===== src/rtl/hz_pkg.sv =====
package hz_pkg;
  typedef enum logic [1:0] {
    SRC_RF  = 2'd0,
    SRC_WB  = 2'd1,
    SRC_MEM = 2'd2
  } fwd_src_e;
endpackage


===== src/rtl/hz_ctl_pipe.sv =====
// Carries decoded control fields from decode through execute, memory and writeback.
module hz_ctl_pipe #(
  parameter int AW = 5
) (
  input  logic          clk,
  input  logic          rst_n,
  input  logic          bubble,
  input  logic          id_valid,
  input  logic [AW-1:0] id_rs1,
  input  logic [AW-1:0] id_rs2,
  input  logic          id_use1,
  input  logic          id_use2,
  input  logic [AW-1:0] id_rd,
  input  logic          id_wen,
  input  logic          id_load,
  input  logic          id_store,
  input  logic          id_branch,
  output logic          ex_valid,
  output logic [AW-1:0] ex_rs1,
  output logic [AW-1:0] ex_rs2,
  output logic          ex_use1,
  output logic          ex_use2,
  output logic [AW-1:0] ex_rd,
  output logic          ex_wen,
  output logic          ex_load,
  output logic          ex_store,
  output logic          ex_branch,
  output logic [AW-1:0] mem_rd,
  output logic          mem_wen,
  output logic          mem_load,
  output logic          mem_store,
  output logic [AW-1:0] wb_rd,
  output logic          wb_wen
);
  typedef struct packed {
    logic          valid;
    logic [AW-1:0] rs1;
    logic [AW-1:0] rs2;
    logic          use1;
    logic          use2;
    logic [AW-1:0] rd;
    logic          wen;
    logic          load;
    logic          store;
    logic          branch;
  } ex_ctl_t;

  typedef struct packed {
    logic [AW-1:0] rd;
    logic          wen;
    logic          load;
    logic          store;
  } late_ctl_t;

  ex_ctl_t   ex_q, ex_d;
  late_ctl_t mem_q;

  always_comb begin
    ex_d = '0;
    if (id_valid && !bubble) begin
      ex_d.valid  = 1'b1;
      ex_d.rs1    = id_rs1;
      ex_d.rs2    = id_rs2;
      ex_d.use1   = id_use1;
      ex_d.use2   = id_use2;
      ex_d.rd     = id_rd;
      ex_d.wen    = id_wen;
      ex_d.load   = id_load;
      ex_d.store  = id_store;
      ex_d.branch = id_branch;
    end
  end

  always_ff @(posedge clk or negedge rst_n) begin
    if (!rst_n) begin
      ex_q   <= '0;
      mem_q  <= '0;
      wb_rd  <= '0;
      wb_wen <= 1'b0;
    end else begin
      ex_q       <= ex_d;
      mem_q.rd   <= ex_q.rd;
      mem_q.wen  <= ex_q.valid && ex_q.wen;
      mem_q.load <= ex_q.valid && ex_q.load;
      mem_q.store <= ex_q.valid && ex_q.store;
      wb_rd      <= mem_q.rd;
      wb_wen     <= mem_q.wen;
    end
  end

  assign ex_valid  = ex_q.valid;
  assign ex_rs1    = ex_q.rs1;
  assign ex_rs2    = ex_q.rs2;
  assign ex_use1   = ex_q.use1;
  assign ex_use2   = ex_q.use2;
  assign ex_rd     = ex_q.rd;
  assign ex_wen    = ex_q.wen;
  assign ex_load   = ex_q.load;
  assign ex_store  = ex_q.store;
  assign ex_branch = ex_q.branch;
  assign mem_rd    = mem_q.rd;
  assign mem_wen   = mem_q.wen;
  assign mem_load  = mem_q.load;
  assign mem_store = mem_q.store;
endmodule


===== src/rtl/hz_fwd_sel.sv =====
// Picks the source of one ALU operand; the nearer stage wins.
module hz_fwd_sel
  import hz_pkg::*;
#(
  parameter int AW = 5
) (
  input  logic          src_use,
  input  logic [AW-1:0] src,
  input  logic [AW-1:0] mem_rd,
  input  logic          mem_wen,
  input  logic [AW-1:0] wb_rd,
  input  logic          wb_wen,
  output fwd_src_e      sel
);
  always_comb begin
    sel = SRC_RF;
    if (src_use && src != '0) begin
      if (mem_wen && mem_rd == src)     sel = SRC_MEM;
      else if (wb_wen && wb_rd == src)  sel = SRC_WB;
    end
  end
endmodule


===== src/rtl/hz_stall.sv =====
// Load-use bubble and branch wait.
module hz_stall #(
  parameter int AW = 5
) (
  input  logic          id_valid,
  input  logic          id_use1,
  input  logic          id_use2,
  input  logic [AW-1:0] id_rs1,
  input  logic [AW-1:0] id_rs2,
  input  logic          id_branch,
  input  logic          ex_valid,
  input  logic          ex_load,
  input  logic [AW-1:0] ex_rd,
  input  logic          ex_branch,
  output logic          pc_hold,
  output logic          ifid_hold,
  output logic          ifid_squash,
  output logic          idex_bubble
);
  logic load_use;
  logic br_wait;

  always_comb begin
    load_use = ex_valid && ex_load && (ex_rd != '0) && id_valid &&
               ((id_use1 && id_rs1 == ex_rd) || (id_use2 && id_rs2 == ex_rd));
    br_wait  = (id_valid && id_branch) || (ex_valid && ex_branch);
  end

  assign pc_hold     = load_use || br_wait;
  assign ifid_hold   = load_use;
  assign ifid_squash = br_wait && !load_use;
  assign idex_bubble = load_use;
endmodule


===== src/rtl/hazard_ctrl.sv =====
module hazard_ctrl
  import hz_pkg::*;
#(
  parameter int AW = 5
) (
  input  logic          clk,
  input  logic          rst_n,
  input  logic          id_valid,
  input  logic [AW-1:0] id_rs1,
  input  logic [AW-1:0] id_rs2,
  input  logic          id_use_rs1,
  input  logic          id_use_rs2,
  input  logic [AW-1:0] id_rd,
  input  logic          id_wen,
  input  logic          id_load,
  input  logic          id_store,
  input  logic          id_branch,
  output logic [1:0]    ex_fwd_a,
  output logic [1:0]    ex_fwd_b,
  output logic          pc_hold,
  output logic          ifid_hold,
  output logic          ifid_squash,
  output logic          idex_bubble,
  output logic          mem_we,
  output logic          wb_wen,
  output logic [AW-1:0] wb_rd
);
  localparam int NSRC = 2;

  logic          ex_valid, ex_use1, ex_use2, ex_wen, ex_load, ex_store, ex_branch;
  logic [AW-1:0] ex_rs1, ex_rs2, ex_rd, mem_rd;
  logic          mem_wen, mem_load;

  hz_stall #(.AW(AW)) u_stall (
    .id_valid    (id_valid),
    .id_use1     (id_use_rs1),
    .id_use2     (id_use_rs2),
    .id_rs1      (id_rs1),
    .id_rs2      (id_rs2),
    .id_branch   (id_branch),
    .ex_valid    (ex_valid),
    .ex_load     (ex_load),
    .ex_rd       (ex_rd),
    .ex_branch   (ex_branch),
    .pc_hold     (pc_hold),
    .ifid_hold   (ifid_hold),
    .ifid_squash (ifid_squash),
    .idex_bubble (idex_bubble)
  );

  hz_ctl_pipe #(.AW(AW)) u_pipe (
    .clk       (clk),
    .rst_n     (rst_n),
    .bubble    (idex_bubble),
    .id_valid  (id_valid),
    .id_rs1    (id_rs1),
    .id_rs2    (id_rs2),
    .id_use1   (id_use_rs1),
    .id_use2   (id_use_rs2),
    .id_rd     (id_rd),
    .id_wen    (id_wen),
    .id_load   (id_load),
    .id_store  (id_store),
    .id_branch (id_branch),
    .ex_valid  (ex_valid),
    .ex_rs1    (ex_rs1),
    .ex_rs2    (ex_rs2),
    .ex_use1   (ex_use1),
    .ex_use2   (ex_use2),
    .ex_rd     (ex_rd),
    .ex_wen    (ex_wen),
    .ex_load   (ex_load),
    .ex_store  (ex_store),
    .ex_branch (ex_branch),
    .mem_rd    (mem_rd),
    .mem_wen   (mem_wen),
    .mem_load  (mem_load),
    .mem_store (mem_we),
    .wb_rd     (wb_rd),
    .wb_wen    (wb_wen)
  );

  logic [AW-1:0] src_reg [NSRC];
  logic          src_use [NSRC];
  fwd_src_e      src_sel [NSRC];

  assign src_reg[0] = ex_rs1;
  assign src_reg[1] = ex_rs2;
  assign src_use[0] = ex_use1;
  assign src_use[1] = ex_use2;

  for (genvar g = 0; g < NSRC; g++) begin : g_opnd
    hz_fwd_sel #(.AW(AW)) u_sel (
      .src_use (src_use[g]),
      .src     (src_reg[g]),
      .mem_rd  (mem_rd),
      .mem_wen (mem_wen),
      .wb_rd   (wb_rd),
      .wb_wen  (wb_wen),
      .sel     (src_sel[g])
    );
  end

  assign ex_fwd_a = src_sel[0];
  assign ex_fwd_b = src_sel[1];
endmodule


===== config.mk =====
export PLATFORM = sky130hd
export DESIGN_NAME = hazard_ctrl
export DESIGN_NICKNAME = d
export VERILOG_FILES = /design/src/rtl/hz_pkg.sv /design/src/rtl/hz_ctl_pipe.sv /design/src/rtl/hz_fwd_sel.sv /design/src/rtl/hz_stall.sv /design/src/rtl/hazard_ctrl.sv
export SDC_FILE = /design/constraint.sdc
export NUM_CORES = 1
export LEC_CHECK = 0
export BUFFER_PORTS_ARGS = -buffer_cell sky130_fd_sc_hd__buf_4
export CAP_MARGIN = 20
export CORE_UTILIZATION = 45
export DETAILED_ROUTE_END_ITERATION = 10
export PLACE_DENSITY = 0.69
export SYNTH_ARGS = -nofsm -noshare
export SYNTH_HDL_FRONTEND = slang
export SYNTH_SLANG_ARGS = --single-unit
export TNS_END_PERCENT = 30

===== constraint.sdc =====
create_clock -name clk -period 2.2 [get_ports clk]
set_clock_uncertainty 0.15 [all_clocks]
set_input_delay 0.33 -clock clk [delete_from_list [all_inputs] [get_ports clk]]
set_output_delay 0.33 -clock clk [all_outputs]
set_load 0.02 [all_outputs]

# After elaboration in Yosys (flattened, before gate mapping)
# Cells that the tools add are included.
# word_totals
reg_bits,35
output_inout_bits,15
elab_cells,53
# classes
n_eq_ne,6
mux,7
n_reduce_logical,25
# ops
op,count
$eq A5 B5 Y1,6
$mux W22,1
$logic_and A1 B1 Y1,18
$reduce_bool A5 Y1,3
$mux W2,4
$logic_or A1 B1 Y1,3
$mux W1,2
$logic_not A1 Y1,1

# Longest topological paths before layout
# logic_depth
ltp_word,7
depth_mapped,5
depth_no_buf,4

# Cells and area by module
# From an unflattened synthesis, not the netlist that was laid out.
# hier_totals
cells_unflattened,124
hier_area_um2,1611.5
# modules_own_cells
mod,instances,cells_per_inst,area_per_inst_um2,seq_area_each_um2
hz_ctl_pipe,1,65,1134.8,900.9
hz_fwd_sel,2,18,152.6,0.0
hz_stall,1,23,171.4,0.0

# Worst setup path after synthesis
# Ideal clock, no wire load.
# synth_path
path_kind,register to output
start,register u_pipe.wb_rd[1]
end,output ex_fwd_a[0]
arrival_time_ps,1542
required_time_ps,1720
path_slack_ps,178
path_stages_with_launch,5
path_buffers,0
cell_sequence,dfrtp_1 xor2_1 nor4_1 nand3_1 nor3b_1
# synth_via
elab_chain_len,5
# synth_rtl
element,line,rtl
from (decl),hz_ctl_pipe.sv:32,"output logic [AW-1:0] wb_rd,"
from (signal assigned),hz_ctl_pipe.sv:86,wb_rd <= mem_q.rd;
$eq A5 B5 Y1,hz_fwd_sel.sv:19,else if (wb_wen && wb_rd == src) sel = SRC_WB;
$logic_and A1 B1 Y1,hz_fwd_sel.sv:19,
$mux W1,hz_fwd_sel.sv:19,
$mux W2,hz_fwd_sel.sv:18,if (mem_wen && mem_rd == src) sel = SRC_MEM;
$mux W2,hz_fwd_sel.sv:17,if (src_use && src != '0) begin
to (decl),hazard_ctrl.sv:18,"output logic [1:0] ex_fwd_a,"
# Every way passes these cells.

# Worst setup path in the final report
# layout_path
start,"register u_pipe.ex_q, in the netlist u_pipe.ex_rs1[2]"
end,output ex_fwd_a[0]
# layout_via
elab_chain_len,5
word_cells_on_any_way,9
cone_classes,2 x eq/ne; 3 x mux; 4 x reduce/logical
# layout_rtl
element,line,rtl
from (decl),hz_ctl_pipe.sv:55,"ex_ctl_t ex_q, ex_d;"
from (signal assigned),hz_ctl_pipe.sv:76,ex_q <= '0;
from (signal assigned),hz_ctl_pipe.sv:81,ex_q <= ex_d;
$eq A5 B5 Y1,hz_fwd_sel.sv:19,
$logic_and A1 B1 Y1,hz_fwd_sel.sv:19,
$mux W1,hz_fwd_sel.sv:19,
$mux W2,hz_fwd_sel.sv:18,
$mux W2 *,hz_fwd_sel.sv:17,
# Mark *: on every way between the ends. The rest lies on a longest branch, timed or not.

==> flow_metrics.env <==
export IMPL_ys_ff_latch=35
export IMPL_dr_pass1_iters=4
export IMPL_hpwl_um=2480
export IMPL_area_delta_synth_final_pct=29.9
export IMPL_fill_cells=313
export IMPL_synth_cells=146
export IMPL_wirelength_um=3450
export IMPL_crit_chain="xor2_1, nor4_1, nand3_1, nor3b_1, buf_4"
export IMPL_ys_types=23
export IMPL_fin_crit_sh_pct=100
export IMPL_wl_per_cell_um=14.4
export IMPL_portBuffers=38
export IMPL_worst_slew_pin_slew_ns=0.419
export IMPL_initial_core_util_pct=47.1
export IMPL_synthTopCellsByArea="dfrtp_1 55%, xor2_1 8.8%, xnor2_1 7.7%, a21oi_1 6.3%, nand2_1 5.4%"
export IMPL_worstSetupPathType="reg2out"
export IMPL_antenna_found_initial=0
export IMPL_cp_max_fo=3
export IMPL_rsz0062_at_grt="true"
export IMPL_multi_input_area_um2=706
export IMPL_total_power_mw=1.27
export IMPL_cp_end_kind="output port"
export IMPL_worst_path_buf_inv=1
export IMPL_power_leakage_nw=1.00
export IMPL_synth_edf_count=0
export IMPL_hp_class="in2reg"
export IMPL_clkSinkCount=35
export IMPL_slew_headroom_pct=72.0
export IMPL_drc_errors=0
export IMPL_use_met2_pct=34.3
export IMPL_grt_util_met1_pct=24.8
export IMPL_worst_setup_path_start_kind="flip-flop"
export IMPL_die_h_um=61.4
export IMPL_dieWidth_um=61.4
export IMPL_first_global_vias=1190
export IMPL_synthArstFlopShare_pct=100
export IMPL_vias_per_cell=5.10
export IMPL_design_area_um2=2060
export IMPL_yosysSeqAreaShare_pct=55.2
export IMPL_regArea_um2=877
export IMPL_slew_viol_final=0
export IMPL_dieArea_um2=3760
export IMPL_dp_cells=225
export IMPL_status="finished with violations"
export IMPL_clkSlewWorstSetupHoldPaths_ns=0.11
export IMPL_setup_violations_final=1
export IMPL_grtUsageMet3_pct=6.72
export IMPL_ios=39
export IMPL_ir_worst_vdd_mv=0.362
export IMPL_root_buffer="clkbuf_4"
export IMPL_rows=21
export IMPL_cts_tree="yes"
export IMPL_grt_overflow=0
export IMPL_fin_nets=217
export IMPL_cts_buffers=5
export IMPL_required_ns=1.72
export IMPL_pre_cts_ws_ns=0.263
export IMPL_violations="setup timing"
export IMPL_grt_pass1_wl_um=5380
export IMPL_worstSkewPairLatency_ns=0.34
export IMPL_max_freq_mhz=454
export IMPL_slowest_delay_ns=0.42
export IMPL_yosysMostFrequentCell="dfrtp_1"
export IMPL_syn_area_per_cell_um2=10.9
export IMPL_num_vias=1218
export IMPL_htree_levels=2
export IMPL_place_area_um2=1900
export IMPL_syn_area_um2=1590
export IMPL_final_antenna_net_count=0
export IMPL_drt_iter0_markers=54
export IMPL_synth_top_area_share_pct=55.2
export IMPL_pwr_density_cell_nw_per_um2=615
export IMPL_timing_final_ws_setup_ns=-0.000226
export IMPL_fin_cells=239
export IMPL_critical_path_top_delay_family="simple AND/OR/NAND/NOR gates"
export IMPL_busiest_layer="met2"
export IMPL_setup_tns_ns=-0.000226
export IMPL_fin_crit_ns=2.20
export IMPL_yosysWarnings=0
export IMPL_gp_congestion=0.894
export IMPL_cpMaxStageDelayCell="dfrtp_1"
export IMPL_synthTopCellsByCount="35 x dfrtp_1, 23 x nand2_1, 20 x a21oi_1"
export IMPL_coreArea_um2=3360
export IMPL_syn_num_nets=170
export IMPL_synthFlopType="dfrtp_1"
export IMPL_grt_max_degree=36
export IMPL_drive_above_1_share_pct=35.2
export IMPL_yosys_area_top_type="dfrtp_1"
export IMPL_cts_max_path_buffers=2
export IMPL_grt_total_usage_pct=21.0
export IMPL_antenna_cells=0
export IMPL_final_util_pct=61.2
export IMPL_critPathArrivalTime_ns=1.72
export IMPL_whs_ns=0.0570
export IMPL_drv_cap=0
export IMPL_finalHoldViolCount=0
[tightest hold or removal path, stage by stage]
cell,delay (ns)
buf_4,0.11
nand2_1,0.06
a21oi_1,0.04
[per-layer routing]
| layer | wire, µm | share of wire (%) |
|---|---|---|
| met1 | 1360 | 39 |
| met2 | 1830 | 53 |
| met4 | 76 | 2.2 |
| met3 | 183 | 5.3 |
| met5 | 0 | 0 |
[layout make-up]
type                            instances  area share [%]
Clock buffer                            6            2.49
Clock inverter                          1           0.243
Multi-Input combinational cell        104            34.3
Sequential cell                        35            42.6
Tap cell                               46            2.79
Timing Repair Buffer                   47            17.6
[cells by family after synthesis]
family | after synthesis | synth area share [%]
AOI/OAI and AO/OA | 29 | 11.4
xor gates and xnor gates | 30 | 16.6
buffers and inverters | 7 | 3.16
DFF | 35 | 55.2
and+or+nand+nor | 45 | 13.6
[report_power, final]
| group | switching (mW) | internal (mW) |
|---|---|---|
| Clock | 0.205 | 0.148 |
| Sequential | 0.0331 | 0.675 |
| Combinational | 0.103 | 0.102 |
[state kept, by name, summed over array words and instances (netlist names)]
signal / flops
u_pipe.ex_rs1: 5
u_pipe.ex_use2: 1
u_pipe.ex_wen: 1
u_pipe.ex_branch: 1
u_pipe.ex_store: 1
u_pipe.mem_rd: 5
u_pipe.ex_load: 1
u_pipe.ex_use1: 1
u_pipe.mem_store: 1
u_pipe.ex_valid: 1
u_pipe.mem_wen: 1
u_pipe.wb_wen: 1
u_pipe.ex_rs2: 5
u_pipe.wb_rd: 5
u_pipe.ex_rd: 5
[repair_timing]
action                                 CTS  global route
setup endpoints to repair                6             8
buffers inserted                         4             2
pin swaps                               11             9
endpoints found under the hold margin   35             0
hold buffers                             1             0
resized for setup                        5             8
[path summary, 6_finish.rpt]
| path | from | endpoint | slack, ns | depth (start not counted) |
|---|---|---|---|---|
| worst max-delay path | u_pipe.ex_rs1[2]$_DFF_PN0_ | ex_fwd_a[0] | -0.0002 | 5 |
| worst min-delay path | id_rd[0] | u_pipe.ex_rd[0]$_DFF_PN0_ | 0.06 | 3 |
| worst max register to register | u_pipe.ex_rd[0]$_DFF_PN0_ | u_pipe.ex_rs1[4]$_DFF_PN0_ | 0.43 | 5 |
| worst min register to register | u_pipe.mem_rd[3]$_DFF_PN0_ | u_pipe.wb_rd[3]$_DFF_PN0_ | 0.29 | 0 |
| max in group asynchronous | rst_n | u_pipe.ex_rd[0]$_DFF_PN0_ | 1.27 | 2 |
| min in group asynchronous | rst_n | u_pipe.ex_rs2[0]$_DFF_PN0_ | 0.31 | 2 |
[placed cells by master, fill, tap and decap left out, types with 2 or more instances in the layout]
master / n
and2_1: 2
clkbuf_4: 5
xor2_1: 16
nor2_1: 3
a21oi_2: 4
xnor2_2: 2
nand2_1: 23
a21oi_1: 19
buf_4: 44
or4_1: 2
nor4_2: 2
buf_6: 2
nand3_1: 5
dfrtp_1: 34
nand4_1: 2
xnor2_1: 12
nor4_1: 2
Note: power is estimated with default switching activity, not from simulation.
